[src/rtl/mm2s_dma_pkg.sv]
package mm2s_dma_pkg;

    localparam int REG_DATA_W = 32;
    localparam int WORD_BYTES = 4;

    typedef enum logic [1:0] {
        REG_CTRL = 2'd0,
        REG_SRC  = 2'd1,
        REG_LEN  = 2'd2,
        REG_STAT = 2'd3
    } reg_idx_e;

    typedef struct packed {
        logic err_ie;
        logic done_ie;
        logic run;
    } ctrl_t;

    typedef struct packed {
        logic err;
        logic done;
    } stat_t;

    typedef enum logic [1:0] {
        ENG_IDLE,
        ENG_REQ,
        ENG_WAIT,
        ENG_SEND
    } eng_state_e;

    function automatic logic word_aligned(input logic [1:0] lsb);
        return lsb == 2'b00;
    endfunction

endpackage

[src/rtl/mm2s_dma_regs.sv]
module mm2s_dma_regs
    import mm2s_dma_pkg::*;
#(
    parameter int ADDR_W = 32,
    parameter int LEN_W  = 16
) (
    input  logic                    clk,
    input  logic                    rst,
    input  logic                    reg_wen,
    input  logic [1:0]              reg_idx,
    input  logic [REG_DATA_W-1:0]   reg_wdata,
    output logic [REG_DATA_W-1:0]   reg_rdata,
    input  logic                    busy,
    input  logic                    done_pulse,
    output logic                    start,
    output logic [ADDR_W-1:0]       start_addr,
    output logic [LEN_W-3:0]        start_words,
    output logic                    irq
);

    ctrl_t             ctrl_q;
    stat_t             stat_q;
    logic [ADDR_W-1:0] src_q;
    logic [LEN_W-1:0]  len_q;

    reg_idx_e         idx;
    logic             wr_ctrl, wr_src, wr_len, wr_stat;
    logic [LEN_W-1:0] len_w;
    logic             len_ok;
    logic             err_set;

    assign idx     = reg_idx_e'(reg_idx);
    assign wr_ctrl = reg_wen && (idx == REG_CTRL);
    assign wr_src  = reg_wen && (idx == REG_SRC);
    assign wr_len  = reg_wen && (idx == REG_LEN);
    assign wr_stat = reg_wen && (idx == REG_STAT);

    assign len_w   = reg_wdata[LEN_W-1:0];
    assign len_ok  = ctrl_q.run && !busy && (len_w != '0) && word_aligned(len_w[1:0]);
    assign start   = wr_len && len_ok;
    assign err_set = wr_len && !len_ok;

    assign start_addr  = src_q;
    assign start_words = len_w[LEN_W-1:2];

    always_ff @(posedge clk) begin
        if (rst) begin
            ctrl_q <= '0;
            src_q  <= '0;
            len_q  <= '0;
            stat_q <= '0;
        end else begin
            if (wr_ctrl) ctrl_q <= ctrl_t'(reg_wdata[2:0]);
            if (wr_src)  src_q  <= reg_wdata[ADDR_W-1:0];
            if (wr_len)  len_q  <= len_w;
            stat_q.done <= done_pulse || (stat_q.done && !(wr_stat && reg_wdata[1]));
            stat_q.err  <= err_set    || (stat_q.err  && !(wr_stat && reg_wdata[2]));
        end
    end

    always_comb begin
        reg_rdata = '0;
        unique case (idx)
            REG_CTRL: reg_rdata = {{(REG_DATA_W-3){1'b0}}, ctrl_q};
            REG_SRC:  reg_rdata = REG_DATA_W'(src_q);
            REG_LEN:  reg_rdata = REG_DATA_W'(len_q);
            REG_STAT: reg_rdata = {{(REG_DATA_W-3){1'b0}}, stat_q, busy};
        endcase
    end

    assign irq = (stat_q.done && ctrl_q.done_ie) || (stat_q.err && ctrl_q.err_ie);

    // count write with run cleared is flagged
    assert_stopped_flags_R3: assert property (@(posedge clk) disable iff (rst)
        (wr_len && !ctrl_q.run) |=> stat_q.err);

    // count write during a transfer is flagged
    assert_busy_flags_R4: assert property (@(posedge clk) disable iff (rst)
        (wr_len && busy) |=> stat_q.err);

    // engine completion lands in the sticky bit
    assert_done_sticky_R8: assert property (@(posedge clk) disable iff (rst)
        done_pulse |=> stat_q.done);

endmodule

[src/rtl/mm2s_dma_engine.sv]
module mm2s_dma_engine
    import mm2s_dma_pkg::*;
#(
    parameter int ADDR_W = 32,
    parameter int LEN_W  = 16
) (
    input  logic                  clk,
    input  logic                  rst,
    input  logic                  start,
    input  logic [ADDR_W-1:0]     start_addr,
    input  logic [LEN_W-3:0]      start_words,
    output logic                  busy,
    output logic                  done_pulse,
    output logic                  mem_req,
    output logic [ADDR_W-1:0]     mem_addr,
    input  logic                  mem_ready,
    input  logic                  mem_rvalid,
    input  logic [REG_DATA_W-1:0] mem_rdata,
    output logic                  st_valid,
    output logic [REG_DATA_W-1:0] st_data,
    output logic                  st_last,
    input  logic                  st_ready
);

    localparam int CNT_W = LEN_W - 2;

    eng_state_e            state_q;
    logic [ADDR_W-1:0]     addr_q;
    logic [CNT_W-1:0]      left_q;
    logic [REG_DATA_W-1:0] data_q;
    logic                  final_word;

    assign final_word = (left_q == CNT_W'(1));
    assign busy       = (state_q != ENG_IDLE);
    assign mem_req    = (state_q == ENG_REQ);
    assign mem_addr   = addr_q;
    assign st_valid   = (state_q == ENG_SEND);
    assign st_data    = data_q;
    assign st_last    = st_valid && final_word;
    assign done_pulse = st_valid && st_ready && final_word;

    always_ff @(posedge clk) begin
        if (rst) begin
            state_q <= ENG_IDLE;
            addr_q  <= '0;
            left_q  <= '0;
            data_q  <= '0;
        end else begin
            unique case (state_q)
                ENG_IDLE: if (start) begin
                    addr_q  <= start_addr;
                    left_q  <= start_words;
                    state_q <= ENG_REQ;
                end
                ENG_REQ: if (mem_ready) state_q <= ENG_WAIT;
                ENG_WAIT: if (mem_rvalid) begin
                    data_q  <= mem_rdata;
                    state_q <= ENG_SEND;
                end
                ENG_SEND: if (st_ready) begin
                    if (final_word) begin
                        state_q <= ENG_IDLE;
                    end else begin
                        left_q  <= left_q - CNT_W'(1);
                        addr_q  <= addr_q + ADDR_W'(WORD_BYTES);
                        state_q <= ENG_REQ;
                    end
                end
            endcase
        end
    end

    // single outstanding read
    assert_one_outstanding_R6: assert property (@(posedge clk) disable iff (rst)
        (mem_req && mem_ready) |=> !mem_req);

    // unaccepted request holds
    assert_req_hold_R6: assert property (@(posedge clk) disable iff (rst)
        (mem_req && !mem_ready) |=> (mem_req && $stable(mem_addr)));

    // stalled beat holds
    assert_stream_hold_R7: assert property (@(posedge clk) disable iff (rst)
        (st_valid && !st_ready) |=> (st_valid && $stable(st_data) && $stable(st_last)));

    // last accepted beat ends the transfer
    assert_last_ends_R8: assert property (@(posedge clk) disable iff (rst)
        (st_valid && st_ready && st_last) |=> !busy);

endmodule

[src/rtl/mm2s_dma.sv]
module mm2s_dma
    import mm2s_dma_pkg::*;
#(
    parameter int ADDR_W = 32,
    parameter int LEN_W  = 16
) (
    input  logic                  clk,
    input  logic                  rst,
    input  logic                  reg_wen,
    input  logic [1:0]            reg_idx,
    input  logic [REG_DATA_W-1:0] reg_wdata,
    output logic [REG_DATA_W-1:0] reg_rdata,
    output logic                  irq,
    output logic                  mem_req,
    output logic [ADDR_W-1:0]     mem_addr,
    input  logic                  mem_ready,
    input  logic                  mem_rvalid,
    input  logic [REG_DATA_W-1:0] mem_rdata,
    output logic                  st_valid,
    output logic [REG_DATA_W-1:0] st_data,
    output logic                  st_last,
    input  logic                  st_ready
);

    logic              busy, done_pulse, start;
    logic [ADDR_W-1:0] start_addr;
    logic [LEN_W-3:0]  start_words;

    mm2s_dma_regs #(.ADDR_W(ADDR_W), .LEN_W(LEN_W)) u_regs (
        .clk         (clk),
        .rst         (rst),
        .reg_wen     (reg_wen),
        .reg_idx     (reg_idx),
        .reg_wdata   (reg_wdata),
        .reg_rdata   (reg_rdata),
        .busy        (busy),
        .done_pulse  (done_pulse),
        .start       (start),
        .start_addr  (start_addr),
        .start_words (start_words),
        .irq         (irq)
    );

    mm2s_dma_engine #(.ADDR_W(ADDR_W), .LEN_W(LEN_W)) u_engine (
        .clk         (clk),
        .rst         (rst),
        .start       (start),
        .start_addr  (start_addr),
        .start_words (start_words),
        .busy        (busy),
        .done_pulse  (done_pulse),
        .mem_req     (mem_req),
        .mem_addr    (mem_addr),
        .mem_ready   (mem_ready),
        .mem_rvalid  (mem_rvalid),
        .mem_rdata   (mem_rdata),
        .st_valid    (st_valid),
        .st_data     (st_data),
        .st_last     (st_last),
        .st_ready    (st_ready)
    );

    // nothing moves out of reset
    assert_reset_quiet_R10: assert property (@(posedge clk)
        $past(rst) |-> (!st_valid && !mem_req && !irq));

endmodule

[config.mk]
export PLATFORM = sky130hd
export DESIGN_NAME = mm2s_dma
export DESIGN_NICKNAME = d
export VERILOG_FILES = /design/src/rtl/mm2s_dma_pkg.sv /design/src/rtl/mm2s_dma_regs.sv /design/src/rtl/mm2s_dma_engine.sv /design/src/rtl/mm2s_dma.sv
export SDC_FILE = /design/constraint.sdc
export NUM_CORES = 1
export LEC_CHECK = 0
export ABC_AREA = 1
export BUFFER_PORTS_ARGS = -buffer_cell sky130_fd_sc_hd__clkbuf_2
export CORE_MARGIN = 2
export CORE_UTILIZATION = 45
export CTS_CLUSTER_SIZE = 20
export DETAILED_ROUTE_END_ITERATION = 8
export HOLD_SLACK_MARGIN = 0.08
export PLACE_DENSITY_LB_ADDON = 0.25
export REMOVE_ABC_BUFFERS = 1
export SETUP_SLACK_MARGIN = 0.15
export SYNTH_ARGS = -nofsm -noshare
export SYNTH_HDL_FRONTEND = slang
export SYNTH_SLANG_ARGS = --single-unit
[constraint.sdc]
create_clock -name clk -period 2 [get_ports clk]
set_input_delay 0.4 -clock clk [delete_from_list [all_inputs] [get_ports clk]]
set_output_delay 0.4 -clock clk [all_outputs]
set_load 0.02 [all_outputs]
# After elaboration in Yosys (flattened, before gate mapping)
# Index checks and enable logic that the tools add are counted.
dict set report op_classes {
  addsub 2
  eq_ne 12
  muxes 15
  reduce_logical 34
}
# operator n
set ops {}
lappend ops {{case mux 32 bit (4 select lines)} 1}
lappend ops {{two-way mux 32 bit} 3}
lappend ops {{case mux 32 bit (2 select lines)} 1}
lappend ops {{two-way mux 14 bit} 3}
lappend ops {{adder 32 x 3 -> 32 bit, second input constant} 1}
lappend ops {{case mux 14 bit (2 select lines)} 1}
lappend ops {{logical AND 1 bit} 18}
lappend ops {{nonzero test 16 bit} 1}
lappend ops {{== test 14 x 1 -> 1 bit, second input constant} 1}
lappend ops {{subtractor 14 x 1 -> 14 bit, second input constant} 1}
lappend ops {{== test 2 bit, second input constant} 4}
lappend ops {{two-way mux 2 bit} 4}
lappend ops {{!= test 2 bit, second input constant} 4}
lappend ops {{case mux 2 bit (4 select lines)} 1}
lappend ops {{AND reduction 4 bit} 2}
lappend ops {{zero test 2 bit} 3}
lappend ops {{== test 2 x 1 -> 1 bit, second input constant} 2}
lappend ops {{zero test 1 bit} 4}
lappend ops {{nonzero test 2 bit} 2}
lappend ops {{logical OR 1 bit} 3}
lappend ops {{!= test 2 x 1 -> 1 bit, second input constant} 1}
lappend ops {{AND reduction 2 bit} 1}
lappend ops {{two-way mux 1 bit} 1}
dict set report totals {
  register_bits 133
  inputBits 72
  out_inout_bits 100
  word_cells 74
}

# Logic depth before layout (Yosys ltp)
# Gate-level depths: netlist of run 1.
dict set report depth {
  depth_word 8
  ltp_mapped 12
  ltp_nobuf 12
}

# Modules after synthesis
# Synthesis of run 1 repeated with hierarchy kept, for this count alone.
dict set report hier_totals {
  cells_unflattened 1056
  area_unflattened_um2 7174.4
}
# module instances cells_each area_each_um2 seq_area_each_um2
set modules_own_cells {}
lappend modules_own_cells {mm2s_dma_engine 1 739 4578.1 1601.5}
lappend modules_own_cells {mm2s_dma_regs 1 317 2596.2 1061.0}

# Worst setup path after synthesis of run 1
# No wires, ideal clock.
dict set report synth_timing {
  path_kind {input port to output port}
  from {in reg_idx[1]}
  to {out reg_rdata[16]}
  arrival_ps 1542
  t_required_ps 1600
  slack_ps 58
  path_stages 6
  n_path_buf 3
  path_cell_list {buf_4 > nor2_2 > inv_1 > clkbuf_1 > clkbuf_1 > nor2_1}
}
dict set report synth_between {
  elab_chain_cells 2
  elab_cells_between_ends 5
  cone_classes {eq/ne (3); mux (1); reduce/logical (1)}
}
# element line
set synth_rtl {}
lappend synth_rtl {{start: declaration} mm2s_dma.sv:10} ;# input logic [1:0] reg_idx,
lappend synth_rtl {{== test 2 bit, or another cell as far along} mm2s_dma_regs.sv:63} ;# unique case (idx)
lappend synth_rtl {{case mux 32 bit (4 select lines) *} mm2s_dma_regs.sv:63}
lappend synth_rtl {{end: declaration} mm2s_dma.sv:12} ;# output logic [REG_DATA_W-1:0] reg_rdata,
# Every way passes the cells marked *; elsewhere a longest branch is shown, timed or not.

# Worst setup path after layout of run 1
dict set report layout_timing {
  from {reg u_engine.state_q[0]}
  to {reg u_engine.addr_q[23], in the netlist u_engine.mem_addr[23]}
}
dict set report layout_between {
  elab_chain_cells 8
  elab_cells_between_ends 14
  cone_classes {eq/ne (4); mux (1); reduce/logical (9)}
}
# element line
set layout_rtl {}
lappend layout_rtl {{start: declaration} mm2s_dma_engine.sv:27} ;# eng_state_e state_q;
lappend layout_rtl {{start signal: assignment} mm2s_dma_engine.sv:44} ;# state_q <= ENG_IDLE;
lappend layout_rtl {{start signal: assignment} mm2s_dma_engine.sv:53} ;# state_q <= ENG_REQ;
lappend layout_rtl {{start signal: assignment} mm2s_dma_engine.sv:55} ;# ENG_REQ: if (mem_ready) state_q <= ENG_WAIT;
lappend layout_rtl {{nonzero test 2 bit} mm2s_dma_engine.sv:34} ;# assign busy = (state_q != ENG_IDLE);
lappend layout_rtl {{zero test 1 bit} mm2s_dma_regs.sv:39} ;# assign len_ok = ctrl_q.run && !busy && (len_w != '0) && word_aligned(len_w[1:0]);
lappend layout_rtl {{logical AND 1 bit (3 in a row)} mm2s_dma_regs.sv:39}
lappend layout_rtl {{logical AND 1 bit} mm2s_dma_regs.sv:40} ;# assign start = wr_len && len_ok;
lappend layout_rtl {{!= test 2 bit (no source line)} n/a}
lappend layout_rtl {{AND reduction 4 bit (no source line)} n/a}
lappend layout_rtl {{end signal: assignment} mm2s_dma_engine.sv:51} ;# addr_q <= start_addr;
lappend layout_rtl {{end signal: assignment} mm2s_dma_engine.sv:65} ;# addr_q <= addr_q + ADDR_W'(WORD_BYTES);
lappend layout_rtl {{end: declaration} mm2s_dma_engine.sv:28} ;# logic [ADDR_W-1:0] addr_q;
# Several ways; a longest one is shown, not always the timed one.
# A chain may end at the register's enable or synchronous reset.

==> results of run 1 <==
[path summary, 6_finish.rpt]
path,cells after the start,end,slack (ns)
setup / recovery,12,u_engine.mem_addr[23],0.03
hold / removal,3,u_engine.st_data[29],0.21
setup reg to reg,12,u_engine.mem_addr[23],0.03
hold reg to reg,2,u_regs.len_q[9],0.46
[cell type report]
cell class,instances,area [um2]
Clock inverter,13,220
Inverter,98,387
Sequential cell,133,2690
Tap cell,184,230
Timing Repair Buffer,246,1690
Multi-Input combinational cell,758,3800
Fill cell,1271,5150
Clock buffer,19,433
[flip-flops by register name (all words and copies together), names as in the netlist]
name and count:
u_engine.state_q 2, u_regs.stat_q 2, u_regs.len_q 16, u_regs.ctrl_q 3, u_engine.left_q 14, u_regs.start_addr 32, u_engine.st_data 32, u_engine.mem_addr 32
[power by group]
part,internal (mW),switching (mW)
Sequential,3.05,0.369
Clock,2.24,1.26
Combinational,1.69,2.31
[repair_timing]
item                                    CTS  global route
pin swaps                                 9            23
setup buffers                            24            13
gates cloned                              2             6
resized for setup                        41           108
endpoints found under the setup margin   24            62
[layer usage]
metal  part of all wire [%]  routed length (um)  vias up  GRT usage [%]
li1                       -                   -     3782              -
met1                     42                9260     3543           32.1
met2                     49               10800      328           44.0
met3                    7.0                1550       61           5.23
met4                    2.7                 609        0           9.31
met5                      0                   0        -              0
[cell usage after synthesis (2+ instances only)]
library cell  instances  area, um2
nand2_1             246        923
nor2_1              179        672
dfxtp_1             133       2660
o21ai_0             124        621
a21oi_1              94        470
inv_1                94        353
clkbuf_1             37        139
nand3_1              36        180
o22ai_1              13       81.3
ha_1                  9        113
buf_2                 8       40.0
nand3b_1              8       60.1
or2_2                 7       43.8
xor2_1                5       43.8
and2_1                4       25.0
o21ai_1               4       20.0
a31oi_1               3       18.8
buf_1                 3       11.3
buf_6                 3       33.8
inv_2                 3       11.3
nor3_1                3       15.0
xnor2_1               3       26.3
nand3_2               2       20.0
nand4_1               2       12.5
nor2_2                2       12.5
o2111ai_1             2       17.5
o211ai_1              2       15.0
[logic make-up after synthesis]
family	share of synthesized area, %
adder cells (fa/ha/maj)	1.67
buffers and inverters	8.90
XOR/XNOR	1.04
AND/OR/NAND/NOR	29.8
AO/OA/AOI/OAI	19.1
flip-flops	39.5
[metrics by stage]
step	instance area [um2]	total power [mW]	setup TNS, ns	worst slack, ns	instances
floorplan	6510	5.11	-89.84	-2.06	989
global placement	7900	6.01	0	0.128	1374
detailed placement	7900	6.06	0	0.0719	1374
CTS	8920	10.1	0	0.0950	1432
global route	9440	11.5	-1.19	-0.0686	1451
finish	9440	10.9	0	0.0277	1451
[critical path, stage by stage, from the launching register on]
cell,delay [ns]
dfxtp_2,0.32
inv_2,0.08
ha_4,0.16
buf_6,0.11
nand2_4,0.05
nor3_4,0.21
nand3_2,0.13
nand2_4,0.12
nand3_4,0.19
clkinv_8,0.15
buf_12,0.13
nand3_1,0.06
and2_1,0.13
==> flow_summary.toml, run 1 <==
[run_status]
status = "finished clean"

[global_routing]
grt_start_max_net_pins = 99
overflow = 0
grt_pass1_wl_um = 33400
grt_pass1_vias = 6881
track_usage_pct = 25.7
antenna_found_initial = 0

[setup_path]
crit_path_max_fanout = 6
crit_start = "u_engine.state_q[0]"
worstSetupPathType = "reg2reg"
cp-end-kind = "flop"
crit_arrival_ns = 2.29
crit_required_ns = 2.32
start_kind = "flop"
r2r-start = "u_engine.state_q[0]"

[logic_synthesis]
synth_seq_cells = 133
synth_area_um2 = 6740
synth_cells = 1041
synth_area_per_cell_um2 = 6.47
yosysUniqueCellTypes = 39
synthArstFlopShare_pct = 0
yosysWarnings = 0
ys_seq_area_share_pct = 39.5
synthFlopType = "dfxtp_1"
synth_edf_count = 0

[timing]
relSlewSlack_pct = 64.6
holdWs_ns = 0.210
hold_violations = 0
fin_crit_sh_pct = 98.6
setup_viol = 0
report.final.slew_viol_count = 0
worst_pin_slew_ns = 0.531
skew_ns = 0.00790
period_minus_slack_ns = 1.97
rsz0062_at_grt = "true"
fmax_ghz = 0.507

[flow_run]
maxCapViolCount = 0

[cts]
clk_latency_ns = 0.43
cts_tree = "yes"
ctsRootBufferMaster = "clkbuf_16"
clkSlewWorstSetupHoldPaths_ns = 0.06
numCtsBuffers = 17
cts_max_level = 4
ctsHoldBuffers = 0
clock-sinks = 133
cts_buffer_depth = 2

[finish]
most-common-layout-cells = "nand2_1 (222), nor2_1 (169), clkbuf_2 (157), dfxtp_1 (121), o21ai_0 (115)"
drive_above_1_share_pct = 29.7
final_common_cell = "nand2_1"
antenna_cells = 0
final_util_pct = 64.7
syn_to_final_growth_pct = 40.1
finalNetCount = 1335

[detailed_routing]
drc = 0
vias_per_cell = 5.32
drt_first_pass_iters = 6
drtAntennaViolNets = 0
routed_wl_um = 22200
wl_per_cell_um = 15.3
first_iter_violations = 697
via_count = 7714

[floorplan]
initial_core_util_pct = 46.2
rows = 44
die_h_um = 126
die_area_um2 = 16000
die-width_um = 126
core_area_um2 = 14600
ios = 172

[power]
leakage_nw = 4.17
ir_worst_vdd_uv = 758
power.density_nw_per_um2 = 1160

[placed_design]
gp_congestion = 0.898
port_buffers = 171
hpwl_um = 13500

[worst_hold_path]
hold_start = "mem_rdata[29]"
worst_hold_path_type = "in2reg"
Power figures use the tool's default switching activity.
==> run 2, diff against run 1 <==
==> constraint.sdc (replaced) <==
create_clock -name clk -period 2 [get_ports clk]
set_input_delay 0.1 -clock clk [delete_from_list [all_inputs] [get_ports clk]]
set_output_delay 0.1 -clock clk [all_outputs]
set_load 0.02 [all_outputs]
==> flow_summary.toml, run 2 (synthesis gave the netlist of run 1 again) <==
[run_status]
status = "finished clean"

[global_routing]
grt_start_max_net_pins = 99
antenna_found_initial = 0
track_usage_pct = 25.5
overflow = 0
grt_pass1_wl_um = 33000
grt_pass1_vias = 6872

[timing]
relSlewSlack_pct = 69.3
worst_pin_slew_ns = 0.461
hold_violations = 0
fin_crit_sh_pct = 89.6
period_minus_slack_ns = 1.79
report.final.slew_viol_count = 0
skew_ns = 0.00808
finalSetupTns_ns = 0
rsz0062_at_grt = "true"
holdWs_ns = 0.0937
setup_viol = 0
fmax_ghz = 0.558

[detailed_routing]
first_iter_violations = 610
vias_per_cell = 5.09
routed_wl_um = 20900
drtAntennaViolNets = 0
wl_per_cell_um = 14.2
via_count = 7518
drt_first_pass_iters = 5
drc = 0

[floorplan]
die-width_um = 126
ios = 172
core_area_um2 = 14600
die_h_um = 126
die_area_um2 = 16000
initial_core_util_pct = 46.2
rows = 44

[cts]
cts_buffer_depth = 2
numCtsBuffers = 17
ctsRootBufferMaster = "clkbuf_16"
cts_max_level = 4
clkSlewWorstSetupHoldPaths_ns = 0.06
cts_tree = "yes"
clock-sinks = 133
clk_latency_ns = 0.43

[finish]
final_common_cell = "nand2_1"
drive_above_1_share_pct = 21.6
final_area_um2 = 9350
syn_to_final_growth_pct = 38.8
fillCellCount = 1332
most-common-layout-cells = "nand2_1 (243), nor2_1 (173), clkbuf_2 (170), dfxtp_1 (131), o21ai_0 (120)"
antenna_cells = 0
finalNetCount = 1361

[setup_path]
worstSetupPathType = "reg2reg"
crit_arrival_ns = 2.12
rr_worst_depth = 11
cp-end-kind = "flop"
start_kind = "flop"
crit_path_max_fanout = 4
r2r-start = "u_engine.mem_addr[2]"
reg2reg_slack_ns = 0.21
rr_endpoint = "u_engine.mem_addr[22]"
crit_required_ns = 2.33

[placed_design]
port_buffers = 171
hpwl_um = 13300
gp_congestion = 0.915
dpl_cell_area_um2 = 7840

[worst_hold_path]
holdPathEnd = "u_engine.state_q[0]"
hold_start = "mem_ready"
whs_path_depth = 5
worst_hold_path_type = "in2reg"

[flow_run]
maxCapViolCount = 0

[power]
power.density_nw_per_um2 = 1040
leakage_nw = 4.09
ir_worst_vdd_uv = 703
## run 2: per-stage QoR
| stage | power [mW] | utilization [%] | setup slack, ns | std cells |
|---|---|---|---|---|
| finish | 9.74 | 64.1 | 0.207 | 1476 |
| global route | 10.3 | 64.1 | 0.119 | 1476 |
| CTS | 9.49 | 62.8 | 0.151 | 1471 |
| detailed placement | 6.10 | 53.7 | -0.0133 | 1371 |
| global placement | 6.06 | 53.7 | 0.0651 | 1371 |
| floorplan | 5.11 | - | -2.06 | 989 |
## run 2: worst max-delay path, stage by stage (launching register included)
cell	delay, ns
dfxtp_1	0.35
ha_1	0.20
nand2_1	0.07
nor2_1	0.20
nand2_2	0.13
nor2_4	0.13
nand2_1	0.14
inv_1	0.10
nand3_1	0.07
nand3_1	0.10
nand3_2	0.08
and2_4	0.13
## run 2: power by group
| group | internal, mW | total, mW | leakage [nW] | switching [mW] |
|---|---|---|---|---|
| Clock | 1.88 | 3.14 | 0.291 | 1.26 |
| Sequential | 3.04 | 3.38 | 1.09 | 0.345 |
| Combinational | 1.30 | 3.22 | 2.71 | 1.93 |
## run 2: routing by layer
layer	share of wire, %	GRT usage (%)	wire, um	up-vias
li1	-	-	-	3833
met3	5.5	5.15	1140	50
met4	2.5	9.50	531	0
met5	0	0	0	-
met1	44	32.1	9210	3388
met2	48	43.3	10000	247
## run 2: timing repair
item                       4_1_cts  5_1_grt
gates resized for setup          9       34
hold endpoints to repair        93        0
pin swaps                        0        9
cloned                           1        3
hold buffers                    67        0
setup endpoints to repair       46       40
buffers inserted                 1        2
## run 2: how the worst max path moves through the flow
stage,startpoint,end,slack [ns],depth (start not counted)
global route,u_engine.state_q[0],u_engine.left_q[5],0.12,10
floorplan,u_engine.state_q[0],u_engine.mem_addr[19],-2.06,7
CTS,u_engine.state_q[1],u_engine.mem_addr[4],0.15,11
finish,u_engine.mem_addr[2],u_engine.mem_addr[22],0.21,11
global placement,u_engine.state_q[0],u_engine.mem_addr[23],0.07,10
detailed placement,u_engine.state_q[0],u_engine.mem_addr[22],-0.01,10
## run 2: final cells by class
type,instances,area [um2],share of cell area (%)
Clock buffer,18,439,4.70
Clock inverter,13,149,1.59
Inverter,98,378,4.04
Multi-Input combinational cell,758,3580,38.3
Sequential cell,133,2670,28.5
Tap cell,184,230,2.46
Timing Repair Buffer,272,1910,20.4
